[src/rtl/rdp_pkg.sv]
// Package rdp_pkg
// Shared definitions for the retriggerable delayed pulse generator.
// Assumes: it is compiled ahead of every rdp_* module.
package rdp_pkg;

    // Sequencer phases: disarmed, armed and waiting, counting the wait, output high
    typedef enum logic [1:0] {
        S_IDLE  = 2'd0,
        S_WAIT  = 2'd1,
        S_DELAY = 2'd2,
        S_HIGH  = 2'd3
    } seq_state_t;

endpackage

[src/rtl/rdp_trig_sync.sv]
// Module rdp_trig_sync
// Brings an asynchronous trigger into the clock domain through a flop chain
// and emits a one-cycle strobe for each rising edge.
// Assumes: trigger high and low phases each last at least one clock cycle.
module rdp_trig_sync #(
    parameter int SYNC_STAGES = 2
) (
    input  logic clk,
    input  logic rst_n,
    input  logic trig_i,
    output logic edge_o
);

    localparam int CHAIN_W = SYNC_STAGES + 1;

    logic [CHAIN_W-1:0] chain_q;

    // Shift the raw trigger through the synchroniser and one history stage
    always_ff @(posedge clk) begin
        if (!rst_n) begin
            chain_q <= '0;
        end else begin
            chain_q <= {chain_q[CHAIN_W-2:0], trig_i};
        end
    end

    // Rising edge: synchronised value high, previous value low
    always_comb begin
        edge_o = chain_q[SYNC_STAGES-1] & ~chain_q[SYNC_STAGES];
    end

    // an edge strobe never lasts more than one cycle
    p_edge_one_cycle_r2: assert property (@(posedge clk) disable iff (!rst_n)
        edge_o |=> !edge_o);

endmodule

[src/rtl/rdp_timing_bank.sv]
// Module rdp_timing_bank
// Holds the pending and the active timing sets. A write is accepted only while
// ready is high. The pending set replaces the active set at the next accepted
// trigger, and ready returns once the pulse that used it has ended.
// Assumes: accept_i and done_i come from the sequencer, and done_i follows
// each accept_i before the next accept_i.
module rdp_timing_bank #(
    parameter int          CNT_W    = 16,
    parameter logic [CNT_W-1:0] DEF_INIT = 4,
    parameter logic [CNT_W-1:0] DEF_LOW  = 2,
    parameter logic [CNT_W-1:0] DEF_HIGH = 3
) (
    input  logic             clk,
    input  logic             rst_n,
    input  logic             wr_i,
    input  logic [CNT_W-1:0] init_i,
    input  logic [CNT_W-1:0] low_i,
    input  logic [CNT_W-1:0] high_i,
    input  logic             accept_i,
    input  logic             done_i,
    output logic             ready_o,
    output logic [CNT_W-1:0] eff_init_o,
    output logic [CNT_W-1:0] eff_low_o,
    output logic [CNT_W-1:0] eff_high_o
);

    logic [CNT_W-1:0] pend_init_q, pend_low_q, pend_high_q;
    logic [CNT_W-1:0] act_init_q,  act_low_q,  act_high_q;
    logic             pend_valid_q;
    logic             in_use_q;
    logic             ready_q;
    logic             wr_ok;

    assign wr_ok = wr_i & ready_q;

    // Capture writes, promote the pending set on accept, and track ready
    always_ff @(posedge clk) begin
        if (!rst_n) begin
            pend_init_q  <= DEF_INIT;
            pend_low_q   <= DEF_LOW;
            pend_high_q  <= DEF_HIGH;
            act_init_q   <= DEF_INIT;
            act_low_q    <= DEF_LOW;
            act_high_q   <= DEF_HIGH;
            pend_valid_q <= 1'b0;
            in_use_q     <= 1'b0;
            ready_q      <= 1'b1;
        end else begin
            if (accept_i) begin
                if (pend_valid_q) begin
                    act_init_q <= pend_init_q;
                    act_low_q  <= pend_low_q;
                    act_high_q <= pend_high_q;
                end
                in_use_q     <= pend_valid_q;
                pend_valid_q <= 1'b0;
            end else if (done_i && in_use_q) begin
                in_use_q <= 1'b0;
                ready_q  <= 1'b1;
            end
            if (wr_ok) begin
                pend_init_q  <= init_i;
                pend_low_q   <= low_i;
                pend_high_q  <= high_i;
                pend_valid_q <= 1'b1;
                ready_q      <= 1'b0;
            end
        end
    end

    // Offer the pending set if one waits, otherwise the active set
    always_comb begin
        eff_init_o = pend_valid_q ? pend_init_q : act_init_q;
        eff_low_o  = pend_valid_q ? pend_low_q  : act_low_q;
        eff_high_o = pend_valid_q ? pend_high_q : act_high_q;
    end

    assign ready_o = ready_q;

    // an accepted write drops ready on the next edge
    p_ready_drops_r8: assert property (@(posedge clk) disable iff (!rst_n)
        wr_i && ready_o |=> !ready_o);

    // a write while not ready leaves the pending values untouched
    p_busy_write_ignored_r8: assert property (@(posedge clk) disable iff (!rst_n)
        wr_i && !ready_o |=> $stable(pend_init_q) && $stable(pend_high_q));

    // the end of a pulse that used a new set raises ready
    p_ready_after_use_r9: assert property (@(posedge clk) disable iff (!rst_n)
        done_i && in_use_q && !accept_i |=> ready_o);

endmodule

[src/rtl/rdp_sequencer.sv]
// Module rdp_sequencer
// Runs the idle / wait / delay / high sequence. The first accepted edge after
// arming waits the start delay, and later edges wait the gap value. Edges that
// arrive while busy or disarmed are dropped.
// Assumes: edge_i is a single-cycle strobe that is already synchronous.
module rdp_sequencer
    import rdp_pkg::*;
#(
    parameter int CNT_W = 16
) (
    input  logic             clk,
    input  logic             rst_n,
    input  logic             arm_i,
    input  logic             edge_i,
    input  logic [CNT_W-1:0] init_i,
    input  logic [CNT_W-1:0] low_i,
    input  logic [CNT_W-1:0] high_i,
    output logic             accept_o,
    output logic             done_o,
    output logic             pulse_o
);

    seq_state_t       st_q;
    logic [CNT_W-1:0] cnt_q;
    logic [CNT_W-1:0] hold_high_q;
    logic             first_q;
    logic [CNT_W-1:0] delay_sel;
    logic             cnt_last;

    // Pick the wait for this edge and flag the final count
    always_comb begin
        delay_sel = first_q ? init_i : low_i;
        cnt_last  = (cnt_q <= CNT_W'(1));
        accept_o  = arm_i && (st_q == S_WAIT) && edge_i;
    end

    // Phase register, down counter and first-trigger flag
    always_ff @(posedge clk) begin
        if (!rst_n) begin
            st_q        <= S_IDLE;
            cnt_q       <= '0;
            hold_high_q <= '0;
            first_q     <= 1'b1;
        end else if (!arm_i) begin
            st_q    <= S_IDLE;
            cnt_q   <= '0;
            first_q <= 1'b1;
        end else begin
            case (st_q)
                S_IDLE: st_q <= S_WAIT;
                S_WAIT: begin
                    if (accept_o) begin
                        first_q     <= 1'b0;
                        hold_high_q <= high_i;
                        if (delay_sel == '0) begin
                            st_q  <= S_HIGH;
                            cnt_q <= high_i;
                        end else begin
                            st_q  <= S_DELAY;
                            cnt_q <= delay_sel;
                        end
                    end
                end
                S_DELAY: begin
                    if (cnt_last) begin
                        st_q  <= S_HIGH;
                        cnt_q <= hold_high_q;
                    end else begin
                        cnt_q <= cnt_q - CNT_W'(1);
                    end
                end
                S_HIGH: begin
                    if (cnt_last) st_q <= S_WAIT;
                    else          cnt_q <= cnt_q - CNT_W'(1);
                end
                default: st_q <= S_IDLE;
            endcase
        end
    end

    // A pulse sequence finishes normally or is cut short by disarm
    always_comb begin
        if (arm_i) done_o = (st_q == S_HIGH) && cnt_last;
        else       done_o = (st_q == S_DELAY) || (st_q == S_HIGH);
    end

    assign pulse_o = (st_q == S_HIGH);

    // disarming forces the output low on the next edge
    p_disarm_low_r7: assert property (@(posedge clk) disable iff (!rst_n)
        !arm_i |=> !pulse_o);

    // the last wait count leads straight into the high phase
    p_delay_to_high_r3: assert property (@(posedge clk) disable iff (!rst_n)
        arm_i && st_q == S_DELAY && cnt_last |=> pulse_o);

    // a busy sequencer stays busy while armed and not on its last count
    p_busy_holds_r6: assert property (@(posedge clk) disable iff (!rst_n)
        arm_i && pulse_o && !cnt_last |=> pulse_o);

    // after an accepted edge the start delay is no longer selected
    p_first_cleared_r4: assert property (@(posedge clk) disable iff (!rst_n)
        accept_o |=> !first_q);

endmodule

[src/rtl/rdp_pulse_gen.sv]
// Module rdp_pulse_gen
// Top level of the retriggerable delayed pulse generator. It ties together the
// trigger synchroniser, the timing bank and the sequencer.
// Assumes: every input except trig_i is synchronous to clk.
module rdp_pulse_gen #(
    parameter int               CNT_W       = 16,
    parameter int               SYNC_STAGES = 2,
    parameter logic [CNT_W-1:0] DEF_INIT    = 4,
    parameter logic [CNT_W-1:0] DEF_LOW     = 2,
    parameter logic [CNT_W-1:0] DEF_HIGH    = 3
) (
    input  logic             clk,
    input  logic             rst_n,
    input  logic             arm_i,
    input  logic             trig_i,
    input  logic             wr_i,
    input  logic [CNT_W-1:0] init_dly_i,
    input  logic [CNT_W-1:0] low_time_i,
    input  logic [CNT_W-1:0] high_time_i,
    output logic             ready_o,
    output logic             pulse_o
);

    logic             trig_edge;
    logic             accept;
    logic             done;
    logic [CNT_W-1:0] eff_init, eff_low, eff_high;

    rdp_trig_sync #(.SYNC_STAGES(SYNC_STAGES)) u_sync (
        .clk    (clk),
        .rst_n  (rst_n),
        .trig_i (trig_i),
        .edge_o (trig_edge)
    );

    rdp_timing_bank #(
        .CNT_W    (CNT_W),
        .DEF_INIT (DEF_INIT),
        .DEF_LOW  (DEF_LOW),
        .DEF_HIGH (DEF_HIGH)
    ) u_bank (
        .clk        (clk),
        .rst_n      (rst_n),
        .wr_i       (wr_i),
        .init_i     (init_dly_i),
        .low_i      (low_time_i),
        .high_i     (high_time_i),
        .accept_i   (accept),
        .done_i     (done),
        .ready_o    (ready_o),
        .eff_init_o (eff_init),
        .eff_low_o  (eff_low),
        .eff_high_o (eff_high)
    );

    rdp_sequencer #(.CNT_W(CNT_W)) u_seq (
        .clk      (clk),
        .rst_n    (rst_n),
        .arm_i    (arm_i),
        .edge_i   (trig_edge),
        .init_i   (eff_init),
        .low_i    (eff_low),
        .high_i   (eff_high),
        .accept_o (accept),
        .done_o   (done),
        .pulse_o  (pulse_o)
    );

    // the cycle after reset the output is low and writes are allowed
    p_reset_state_r1: assert property (@(posedge clk)
        !rst_n |=> !pulse_o && ready_o);

endmodule

[config.mk]
export PLATFORM = sky130hd
export DESIGN_NAME = rdp_pulse_gen
export DESIGN_NICKNAME = d
export VERILOG_FILES = /design/src/rtl/rdp_pkg.sv /design/src/rtl/rdp_trig_sync.sv /design/src/rtl/rdp_timing_bank.sv /design/src/rtl/rdp_sequencer.sv /design/src/rtl/rdp_pulse_gen.sv
export SDC_FILE = /design/constraint.sdc
export NUM_CORES = 1
export LEC_CHECK = 0
export ABC_AREA = 1
export BUFFER_PORTS_ARGS = -buffer_cell sky130_fd_sc_hd__buf_2
export CAP_MARGIN = 10
export CORE_MARGIN = 2
export CORE_UTILIZATION = 55
export DETAILED_ROUTE_END_ITERATION = 8
export PLACE_DENSITY = 0.73
export SKIP_LAST_GASP = 1
export SLEW_MARGIN = 20
export SYNTH_ARGS = -nofsm -noshare
export SYNTH_HDL_FRONTEND = slang
export SYNTH_HIERARCHICAL = 1
export SYNTH_SLANG_ARGS = --single-unit
[constraint.sdc]
create_clock -name clk -period 3.4 [get_ports clk]
set_clock_uncertainty 0.1 [all_clocks]
set_input_delay 0.34 -clock clk [delete_from_list [all_inputs] [get_ports clk]]
set_output_delay 0.34 -clock clk [all_outputs]
set_load 0.01 [all_outputs]
==> results.txt, run 1 <==
----------------------------------------------------
[Run status]
  Status ... complete, no violations

[Logic synthesis]
  Cell Area, Synth ... 6782 um2
  Top area cells in the synthesized netlist ... dfxtp_1 40%, nor2_1 13%, o21ai_0 12%
  Simple-gate share of the synthesized area ... 29.93%
  Share of synthesized flip-flops with an asynchronous set or reset ... 0%
  Number of enable flip-flop cells after synthesis ... 0
  Post-synthesis share of cell area spent on xor and xnor gates ... 0.3875%
  Number of warning messages in the yosys log ... 6
  Portion of synthesized cell area occupied by the leading cell type ... 40.44%
  Register bit count reported by yosys ... 137
  Share of synthesized cell area in full adder, half adder and majority cells ... 1.107%
  Cell taking the most area after synthesis ... dfxtp_1
  Syn_nets ... 1,095
  Portion of netlist area occupied by mux cells ... 0%
  Combinational family with the most area after synthesis ... simple AND/OR/NAND/NOR gates
  Most used flip-flop cell after synthesis ... dfxtp_1
  Synth Instances ... 1,036
  Count of distinct cell types in the synthesized netlist ... 31
  Synthesized area divided by synthesized cell count ... 6.546 um2
  Complex-gate fraction of the synthesized area ... 17.14%
  Proportion of synthesized chip area in sequential cells ... 40.44%

[Critical path]
  Worst path required time ... 3.66 ns
  Count of cells along the worst register-to-register path ... 10
  Critical path class ... reg -> reg
  Worst path arrival time ... 2.93 ns
  Max FO, Critical Path ... 67
  Reg-to-reg slack, setup ... 0.73 ns
  Type of origin of the critical path ... register
  Reg2Reg Capture Point ... u_seq/cnt_q[7]
  Startpoint of the worst-slack reg-to-reg timing path ... u_bank/pend_valid_q
  Critical Path Sink Type ... register

[Timing]
  Actual transition at the worst max-transition pin ... 0.9394 ns
  Maximum clock frequency ... 374.9 MHz
  Final setup viols ... 0
  Number of max-slew violations in the final report ... 0
  Setup repair after global routing missed its margin ... no
  Worst slew slack as a fraction of its limit ... 37.38%
  Summed negative setup slack over all endpoints ... 0 ns
  Fraction of the cycle the final worst path needs ... 78.45%
  Final worst path period need ... 2.667 ns
  Hold Violations, Final ... 0

[Finish]
  Number of diodes added for antenna fixing ... 0
  Layout Cell Area excl Fill ... 7574 um2
  Area growth, synth to finish ... 11.68%
  Fraction of layout cells with a size suffix above 1 ... 10.88%
  Net total in the final layout ... 1,121
  Final cell utilization of the core ... 63.05%

[Global routing]
  Number of global-route vias before repair ... 5,523
  Global routing usage summed across all routing layers ... 26.24%
  Initial antenna violation count ... 0
  Gr ovfl total ... 0
  Maximum number of pins on one net before global-route repair ... 76
  First-pass GRT wire length ... 27.41 mm

[CTS]
  Clock transition at the register clock pins on the worst setup and hold paths after CTS ... 0.06 ns
  Clock latency on the worst-skew pair ... 0.42 ns
  Cts bufs inserted ... 17
  Number of hold buffers added after cts ... 1
  Clk Tree Root Cell ... clkbuf_16
  CTS tree ... done
  Number of clock sinks ... 137
  Resized cells post-CTS ... 0
  Number of H-tree branching levels ... 4
  Maximum number of buffers from clock root to sink ... 2
  Post-CTS Setup Inserts ... 0

[Floorplanning]
  DIE AREA ... 13,230 um2
  Number of I/O pins ... 55
  X dimension of the die ... 115.0 um
  Initial core utilization ... 56.46%
  Core box area ... 12,010 um2
  Cell row count ... 40
  Die height ... 115.0 um

[Drt]
  First-pass iteration count of the detailed router ... 6
  Starting DRT DRC Count ... 473
  Total vias in the final route ... 6,315
  Vias per std cell ... 5.168
  Drc violations ... 0
  Final ANT Viol Nets ... 0
  Total detailed-routing wirelength ... 16.22 mm
  Per-cell routed wire length ... 13.27 um

[Power]
  Power density cells ... 550.1 nW/um2
  Leakage Power ... 0.003307 uW
  Max VDD drop ... 0.3534 mV

[Worst hold path]
  Worst Hold End ... u_bank/pend_init_q[2]
  Hold Path Class ... in -> reg
  Number of cells on the worst hold path ... 3
  Worst Hold Launch ... init_dly_i[2]

[Placement]
  Hpwl dp ... 10.99 mm
  Placer Congestion ... 0.9185
  Number of I/O port buffers ... 54
  Dpl cell area ... 6958 um2

[Job]
  Number of maximum-capacitance violations ... 0

----------------------------------------------------
==> power breakdown <==
part           internal, uW  switching, uW  leakage, uW  total [uW]
Combinational           189            357      0.00190         546
Clock                  1190            689     0.000288        1870
Sequential             1670           71.9      0.00112        1750
==> routing by layer <==
metal / part of all wire [%] / up-vias / global-route usage [%]
met5: 0 / - / 0
met4: 2.1 / 0 / 10.60
met3: 6.1 / 30 / 5.430
met2: 43 / 192 / 38.55
met1: 49 / 2768 / 37.66
li1: - / 3325 / -
==> worst max-delay path, cell delays in order (launching register included) <==
cell	delay, ns
dfxtp_2	0.94
o21ai_0	0.24
nand2_1	0.14
nand2_1	0.08
nor2_1	0.10
nand2_1	0.09
nor2_4	0.33
nand2_1	0.19
o21bai_1	0.19
nand2_1	0.07
a21oi_1	0.11
==> metrics by stage <==
stage / setup slack, ns / std cells / power [uW] / hold slack, ns
final: 0.7328 / 1222 / 4166 / 0.01398
after detailed placement: 0.7682 / 1189 / 2317 / 0.2964
after global placement: 0.8047 / 1189 / 2311 / 0.2930
after global routing: 0.3352 / 1222 / 4366 / 0.01214
after CTS: 0.7590 / 1222 / 4184 / 0.006454
after floorplan: 1.511 / 1036 / 2194 / 0.2900
==> cells in the final DEF (no fill, tap or decap), types with 5 or more instances in the layout <==
cell type and instances:
nor2_1 231, nor2_4 5, o21ai_1 6, dfxtp_1 136, buf_4 7, ha_1 6, a21oi_1 47, buf_2 54
inv_1 105, o21ai_0 166, nand2_1 194, nand3_1 49, or2_2 5, clkbuf_16 17
==> kinds of logic after synthesis <==
kind of cell             count (synthesis)
buffers and inverters                  164
AND/OR/NAND/NOR                        498
AO/OA/AOI/OAI                          228
XOR/XNOR                                 3
flip-flops                             137
adder cells (fa/ha/maj)                  6
==> how the worst max path moves through the flow <==
stage / startpoint / end / depth (start not counted) / slack, ns
2_1_floorplan: u_bank/pend_valid_q / u_seq/cnt_q[14] / 15 / 1.51
3_3_place_gp: u_bank/pend_valid_q / u_seq/cnt_q[15] / 12 / 0.80
3_5_place_dp: u_bank/pend_valid_q / u_seq/cnt_q[15] / 12 / 0.77
4_1_cts: u_bank/pend_valid_q / u_seq/cnt_q[15] / 12 / 0.76
5_1_grt: u_bank/pend_valid_q / u_seq/cnt_q[7] / 10 / 0.34
6_report: u_bank/pend_valid_q / u_seq/cnt_q[7] / 10 / 0.73
==> synth_stat cells (2+ instances only) <==
library cell / n
nor2_1: 231
nand2_1: 194
o21ai_0: 166
dfxtp_1: 137
inv_1: 105
nand3_1: 49
a21oi_1: 47
clkbuf_1: 22
buf_4: 11
buf_2: 9
buf_6: 9
ha_1: 6
o21ai_1: 6
nor2_4: 5
or2_2: 5
clkbuf_2: 4
nand2_2: 4
o211ai_1: 4
nand4_1: 3
nor2_2: 3
a21o_1: 2
inv_2: 2
inv_4: 2
nand3_2: 2
xor2_1: 2
==> state kept, by name (all words and copies together), names as in the netlist, 2 cells and up <==
name,count
u_bank/pend_low_q,16
u_bank/pend_init_q,16
u_bank/pend_high_q,16
u_seq/st_q,2
u_bank/act_init_q,16
u_sync/chain_q,3
u_seq/hold_high_q,16
u_bank/act_high_q,16
u_seq/cnt_q,16
u_bank/act_low_q,16
==> layout make-up <==
type	instances	area [um2]
sequential	137	2744
tap	147	183.9
timing repair buffer	62	332.8
fill	1153	4438
multi-input combinational	735	3293
inverter	109	414.1
clock inverter	12	148.9
clock buffer	20	456.7
Power figures use the tool's default switching activity.
==> inputs of run 2 (changes only) <==
CORE_UTILIZATION = 54   (was 55)
PLACE_DENSITY = 0.75   (was 0.73)
clock period = 2.4 ns   (was 3.4 ns; I/O delays follow)
==> results.txt, run 2 (synthesis results as in run 1) <==
----------------------------------------------------
[Critical path]
  Library cell appearing most often on the critical path ... nand2_1
  CP Cell Sequence ... buf_4 > o21ai_0 > nand2_1 > nand2_1 > nor2_1 > nand2_1 > nor2_4 > buf_4 > nand3_1 > nand3_1 > nand3_1 > nand2_1 > inv_1
  Max FO, Critical Path ... 23 (-66%)
  Startpoint of the worst-slack reg-to-reg timing path ... u_bank/pend_valid_q
  Worst path arrival time ... 2.35 ns (-0.58 ns)
  Reg2Reg Capture Point ... u_seq/cnt_q[11]
  Start point of the critical path ... u_bank/pend_valid_q
  Worst path slowest cell ... dfxtp_4
  Critical Path Sink Type ... register
  Max incr delay on CP ... 0.49 ns (-0.45 ns)
  Reg-to-reg slack, setup ... 0.26 ns (-0.47 ns)
  Critical path class ... reg -> reg
  Worst path required time ... 2.62 ns (-1.04 ns)
  Count of cells along the worst register-to-register path ... 13 (+3)
  Type of origin of the critical path ... register

[Global routing]
  Gr ovfl total ... 0 (unchanged)
  Initial antenna violation count ... 0 (unchanged)
  Global routing usage summed across all routing layers ... 27.84% (+1.6 points)
  First-pass GRT wire length ... 29.29 mm (+6.9%)
  Maximum number of pins on one net before global-route repair ... 78 (+2.6%)
  Number of global-route vias before repair ... 5,953 (+7.8%)

[Timing]
  Worst slew slack as a fraction of its limit ... 45.66% (+8.3 points)
  Hold Violations, Final ... 0 (unchanged)
  Summed negative setup slack over all endpoints ... 0 ns (unchanged)
  Maximum clock frequency ... 468.0 MHz (+25%)
  Final setup viols ... 0 (unchanged)
  Setup repair after global routing missed its margin ... no
  Fraction of the cycle the final worst path needs ... 89.03% (+11 points)
  Number of max-slew violations in the final report ... 0 (unchanged)
  Actual transition at the worst max-transition pin ... 0.8139 ns (-0.1255 ns)
  Final worst path period need ... 2.137 ns (-0.5305 ns)

[Job]
  Number of maximum-capacitance violations ... 0 (unchanged)

[CTS]
  Maximum number of buffers from clock root to sink ... 2 (unchanged)
  Clk Tree Root Cell ... clkbuf_16
  Cts bufs inserted ... 17 (unchanged)
  Number of H-tree branching levels ... 4 (unchanged)
  Post-CTS Setup Inserts ... 0 (unchanged)
  Clock latency on the worst-skew pair ... 0.42 ns (about the same)
  Number of clock sinks ... 137 (unchanged)
  CTS tree ... done
  Clock transition at the register clock pins on the worst setup and hold paths after CTS ... 0.06 ns (about the same)

[Floorplanning]
  Initial core utilization ... 55.99% (-0.47 points)
  Core box area ... 12,110 um2 (+0.83%)
  Cell row count ... 40 (unchanged)
  Die height ... 116.1 um (+0.89%)
  X dimension of the die ... 116.1 um (+0.89%)
  Number of I/O pins ... 55 (unchanged)
  DIE AREA ... 13,470 um2 (+1.8%)

[Power]
  Max VDD drop ... 0.6341 mV (+79%)
  PnR Total Power ... 6242 uW (+50%)
  Power density cells ... 762.8 nW/um2 (+39%)
  Leakage Power ... 0.003577 uW (+8.2%)

[Worst hold path]
  Hold Path Class ... in -> reg
  Number of cells on the worst hold path ... 3 (unchanged)
  Worst Hold Launch ... low_time_i[4]
  Worst Hold End ... u_bank/pend_low_q[4]

[Drt]
  Drc violations ... 0 (unchanged)
  First-pass iteration count of the detailed router ... 5 (-1)
  Total vias in the final route ... 6,676 (+5.7%)
  Final ANT Viol Nets ... 0 (unchanged)
  Vias per std cell ... 5.151 (-0.32%)
  Starting DRT DRC Count ... 408 (-14%)
  Per-cell routed wire length ... 13.69 um (+3.1%)
  Total detailed-routing wirelength ... 17.74 mm (+9.4%)

[Finish]
  Net total in the final layout ... 1,174 (+4.7%)
  Commonest cells after routing, fill and taps aside ... 231 x nor2_1, 194 x nand2_1, 166 x o21ai_0
  Area growth, synth to finish ... 20.66%
  Most common cell after layout, fill and taps aside ... nor2_1
  Final Non-Filler Cells ... 1,296 (+6.1%)
  Number of diodes added for antenna fixing ... 0 (unchanged)
  Fraction of layout cells with a size suffix above 1 ... 11.17% (+0.29 points)

[Placement]
  Hpwl dp ... 11.36 mm (+3.4%)
  Number of I/O port buffers ... 54 (unchanged)
  Placer Congestion ... 0.9159 (-0.28%)
  Placed cells ... 1,218 (+2.4%)

[Run status]
  Status ... complete, no violations

----------------------------------------------------
run 2: metrics by stage:
step / hold WS, ns / area [um2] / utilization, % / setup slack (ns)
detailed placement: 0.3056 / 7057 / 58.26 / 0.2112
finish: 0.01391 / 8183 / 67.56 / 0.2634
floorplan: 0.2335 / 6782 / - / 0.5114
global route: 0.04348 / 8183 / 67.56 / 0.04404
global placement: 0.2928 / 7057 / 58.26 / 0.2752
CTS: 0.001584 / 8179 / 67.53 / 0.2008
run 2: layer usage:
layer  GRT usage, %  wire length (um)
met1          37.68              8114
met2          44.17              8247
met3          5.805              1012
met4          10.16               370
met5              0                 0
run 2: power by group:
part / switching, uW / internal [uW]
Combinational: 553 / 332
Sequential: 93.4 / 2370
Clock: 971 / 1920
Total: 1620 / 4620
run 2: worst max-delay path by stage:
stage	depth (start not counted)	endpoint
2_1_floorplan	15	u_seq/cnt_q[14]
3_3_place_gp	13	u_seq/cnt_q[11]
3_5_place_dp	13	u_seq/cnt_q[11]
4_1_cts	13	u_seq/cnt_q[11]
5_1_grt	13	u_seq/cnt_q[11]
6_report	13	u_seq/cnt_q[11]
run 2: layout make-up:
| cell class | instances | area (um2) |
|---|---|---|
| clock buffers | 20 | 466.7 |
| clock inverters | 12 | 195.2 |
| fillers | 1089 | 3929 |
| inverters | 109 | 415.4 |
| multi-input cells | 735 | 3293 |
| flip-flops and latches | 137 | 2746 |
| well taps | 168 | 210.2 |
| repair buffers | 115 | 855.8 |
run 2: worst max-delay path, delay by kind of cell (launching register included):
family / cells / cell delay (ns)
DFF: 1 / 0.49
and+or+nand+nor: 9 / 0.87
buffers and inverters: 3 / 0.43
AOI/OAI and AO/OA: 1 / 0.14
run 2: what timing repair did:
action	CTS	global route
endpoints found under the setup margin	0	9
resized for setup	0	2
hold buffers	46	0
endpoints found under the hold margin	46	0
==> inputs of run 3 (changes only) <==
--- a/config.mk
+++ b/config.mk
@@ -7,3 +7,2 @@
 export LEC_CHECK = 0
-export ABC_AREA = 1
 export BUFFER_PORTS_ARGS = -buffer_cell sky130_fd_sc_hd__buf_2
==> constraint.sdc (replaced) <==
create_clock -name clk -period 2.4 [get_ports clk]
set_clock_uncertainty 0.1 [all_clocks]
set_input_delay 0.36 -clock clk [delete_from_list [all_inputs] [get_ports clk]]
set_output_delay 0.36 -clock clk [all_outputs]
set_load 0.01 [all_outputs]
==> results.txt, run 3 <==
----------------------------------------------------
[Logic synthesis]
  Number of warning messages in the yosys log ... 6 (unchanged)
  Register bit count reported by yosys ... 137 (unchanged)
  Combinational family with the most area after synthesis ... simple AND/OR/NAND/NOR gates
  Top area cells in the synthesized netlist ... dfxtp_1 40%, mux2i_1 8.3%, mux2_2 7.6%
  Synth Instances ... 757 (-27%)
  Portion of netlist area occupied by mux cells ... 17.40% (+17 points)
  Syn_nets ... 816 (-25%)
  Cell taking the most area after synthesis ... dfxtp_1
  Simple-gate share of the synthesized area ... 18.23% (-12 points)
  Most used flip-flop cell after synthesis ... dfxtp_1
  Cell Area, Synth ... 6780 um2 (about the same)
  Number of enable flip-flop cells after synthesis ... 0 (unchanged)
  Most instantiated cells after synthesis ... 137 x dfxtp_1, 137 x nand2_1, 67 x o21ai_0, 56 x mux2i_1, 48 x nand4_1
  Proportion of synthesized chip area in sequential cells ... 40.45% (about the same)
  Post-synthesis share of cell area spent on xor and xnor gates ... 1.421% (+1.0 points)
  Count of distinct cell types in the synthesized netlist ... 63 (+100%)
  Share of synthesized flip-flops with an asynchronous set or reset ... 0% (unchanged)
  Complex-gate fraction of the synthesized area ... 15.26% (-1.9 points)
  Portion of synthesized cell area occupied by the leading cell type ... 40.45% (about the same)
  Synthesized area divided by synthesized cell count ... 8.957 um2 (+37%)
  Share of synthesized cell area in full adder, half adder and majority cells ... 1.107% (about the same)

[Timing]
  Maximum clock frequency ... 412.2 MHz (-12%)
  Fraction of the cycle the final worst path needs ... 101.1% (+12 points)
  Hold Violations, Final ... 0 (unchanged)
  Actual transition at the worst max-transition pin ... 0.6622 ns (-0.1517 ns)
  Setup repair after global routing missed its margin ... yes
  Final worst path period need ... 2.426 ns (+0.2895 ns)
  Final setup slack of the worst path ... -0.02609 ns (-0.2895 ns)
  Final hold slack ... 0.04626 ns (+0.03236 ns)
  Worst slew slack as a fraction of its limit ... 55.85% (+10 points)
  Number of max-slew violations in the final report ... 0 (unchanged)
  Final setup viols ... 2 (+2)

[Power]
  Power density cells ... 749.3 nW/um2 (-1.8%)
  Internal cell power ... 4521 uW (-2.2%)
  Leakage Power ... 0.003428 uW (-4.2%)
  Share of total power consumed by net switching ... 26.18% (+0.26 points)
  Portion of total power attributed to the clock network ... 45.1% (-1.2 points)
  Switch Pwr ... 1603 uW (-0.91%)
  PnR Total Power ... 6124 uW (-1.9%)
  Flop pwr share ... 39.4% (about the same)
  Max VDD drop ... 0.5476 mV (-14%)
  Part of the power in combinational logic ... 15.5% (+1.3 points)

[Critical path]
  Worst path required time ... 2.64 ns (+0.02 ns)
  Critical path class ... reg -> reg
  Worst path arrival time ... 2.67 ns (+0.32 ns)
  Type of origin of the critical path ... register
  Critical Path Sink Type ... register
  Max FO, Critical Path ... 8 (-65%)

[Drt]
  Met1 layer wirelength in the final routing ... 8.246 mm (+1.6%)
  Total vias in the final route ... 5,997 (-10%)
  Met3 layer wire length in the routed design ... 1.171 mm (+16%)
  Vias per std cell ... 5.979 (+16%)
  First-pass iteration count of the detailed router ... 6 (+1)
  Uppermost signal routing layer after detailed routing ... met4
  Total detailed-routing wirelength ... 18.72 mm (+5.5%)
  Starting DRT DRC Count ... 481 (+18%)
  Drc violations ... 0 (unchanged)
  Final ANT Viol Nets ... 0 (unchanged)
  Per-cell routed wire length ... 18.66 um (+36%)
  Met2 wire length ... 9.020 mm (+9.4%)

[Global routing]
  Global routing usage summed across all routing layers ... 28.10% (+0.26 points)
  Gr ovfl total ... 0 (unchanged)
  Maximum number of pins on one net before global-route repair ... 165 (+110%)
  Number of global-route vias before repair ... 5,705 (-4.2%)
  Initial antenna violation count ... 0 (unchanged)
  First-pass GRT wire length ... 29.28 mm (about the same)

[Floorplanning]
  Cell row count ... 40 (unchanged)
  Die height ... 116.1 um (about the same)
  DIE AREA ... 13,470 um2 (about the same)
  Initial core utilization ... 55.98% (about the same)
  Core box area ... 12,110 um2 (unchanged)
  X dimension of the die ... 116.1 um (about the same)
  Number of I/O pins ... 55 (unchanged)

[Finish]
  Most common cell after layout, fill and taps aside ... nand2_1
  Fraction of layout cells with a size suffix above 1 ... 27.19% (+16 points)
  Filler instances ... 985 (-9.6%)
  Final cell utilization of the core ... 67.48% (-0.083 points)
  Commonest cells after routing, fill and taps aside ... 137 x nand2_1, 135 x dfxtp_1, 66 x o21ai_0
  Number of diodes added for antenna fixing ... 0 (unchanged)
  Net total in the final layout ... 881 (-25%)
  Area growth, synth to finish ... 20.54%
  Layout Cell Area excl Fill ... 8173 um2 (-0.12%)

[Placement]
  Hpwl dp ... 12.29 mm (+8.1%)
  Placer Congestion ... 0.9623 (+5.1%)
  Number of I/O port buffers ... 54 (unchanged)
  Worst slack at placement ... -0.09983 ns (-0.3110 ns)
  Dpl cell area ... 7247 um2 (+2.7%)

[Worst hold path]
  Hold Path Class ... in -> reg

[CTS]
  Clock latency on the worst-skew pair ... 0.42 ns (about the same)
  Maximum number of buffers from clock root to sink ... 2 (unchanged)
  Number of H-tree branching levels ... 4 (unchanged)
  Clk Tree Root Cell ... clkbuf_16
  Number of clock sinks ... 137 (unchanged)
  Clock transition at the register clock pins on the worst setup and hold paths after CTS ... 0.06 ns (about the same)
  Cts bufs inserted ... 17 (unchanged)
  CTS tree ... done
  Number of hold buffers added after cts ... 0 (-100%)

[Job]
  Number of maximum-capacitance violations ... 0 (unchanged)

[Run status]
  Status ... complete, but fails checks
  Violations in the final reports ... setup timing

----------------------------------------------------
==> run 3: changes by cell type in the layout (fill, tap and decap cells not counted), sizes merged, moves of 24 or more <==
cell,before,now
nor2,239,10
o21ai,172,71
inv,108,15
nand2,199,138
mux2i,0,56
mux2,0,53
dlygate4sd3,46,0
nand4,3,49
buf,69,107
nand3,51,13
a21oi,47,23
==> run 3: logic make-up after synthesis <==
group           Yosys count
simple gates            249
compound gates          166
flops                   137
mux                     109
buf+inv                  79
xor+xnor                 11
fa+ha+maj                 6
==> run 3: power groups by stage <==
stage	registers (uW)	logic (uW)	clock network [uW]
finish	2410	948	2760
detailed placement	2460	824	0
global route	2420	1020	2880
floorplan	2430	585	0
global placement	2460	812	0
CTS	2410	857	2770
==> run 3: path summary, 6_finish.rpt <==
path | to | cells after the start | start | slack [ns]
max | u_seq/cnt_q[2] | 9 | u_bank/pend_valid_q | -0.03
min | u_sync/chain_q[0] | 2 | trig_i | 0.05
min reg2reg | u_sync/chain_q[1] | 1 | u_sync/chain_q[0] | 0.35
max reg2reg | u_seq/cnt_q[2] | 9 | u_bank/pend_valid_q | -0.03
==> run 3: area by class of cell <==
type	count	area (um2)	area share, %
clock buffer	23	488.0	5.971
sequential	137	2748	33.62
timing repair buffer	108	755.7	9.247
clock inverter	9	137.6	1.684
tap	168	210.2	2.572
multi-input combinational	542	3774	46.17
inverter	16	60.06	0.7348
==> run 3: what timing repair did <==
| action | 4_1_cts | 5_1_grt |
|---|---|---|
| resized for setup | 2 | 34 |
| buffers inserted | 8 | 6 |
| setup endpoints to repair | 4 | 18 |
| gates cloned | 0 | 2 |
| pin swaps | 1 | 22 |
==> run 3: worst max-delay path, cell delays in order, from the launching register on <==
cell	delay, ns
dfxtp_4	0.44
buf_6	0.15
mux2_2	0.37
nor4_2	0.27
nand4_1	0.16
a21oi_2	0.26
and2_4	0.26
buf_6	0.13
a22oi_2	0.06
a21oi_1	0.15
==> run 3: metrics by stage <==
step                      std cells  TNS [ns]
after floorplan                 757         0
after global placement          955  -0.02408
after detailed placement        955   -0.1881
after CTS                       995         0
after global routing           1003   -0.5300
final                          1003  -0.03110
==> run 3: per-layer routing <==
layer / track usage, % / vias to the layer above
li1: - / 2852
met1: 37.58 / 2899
met2: 45.26 / 221
met3: 6.381 / 25
met4: 9.127 / 0
met5: 0 / -
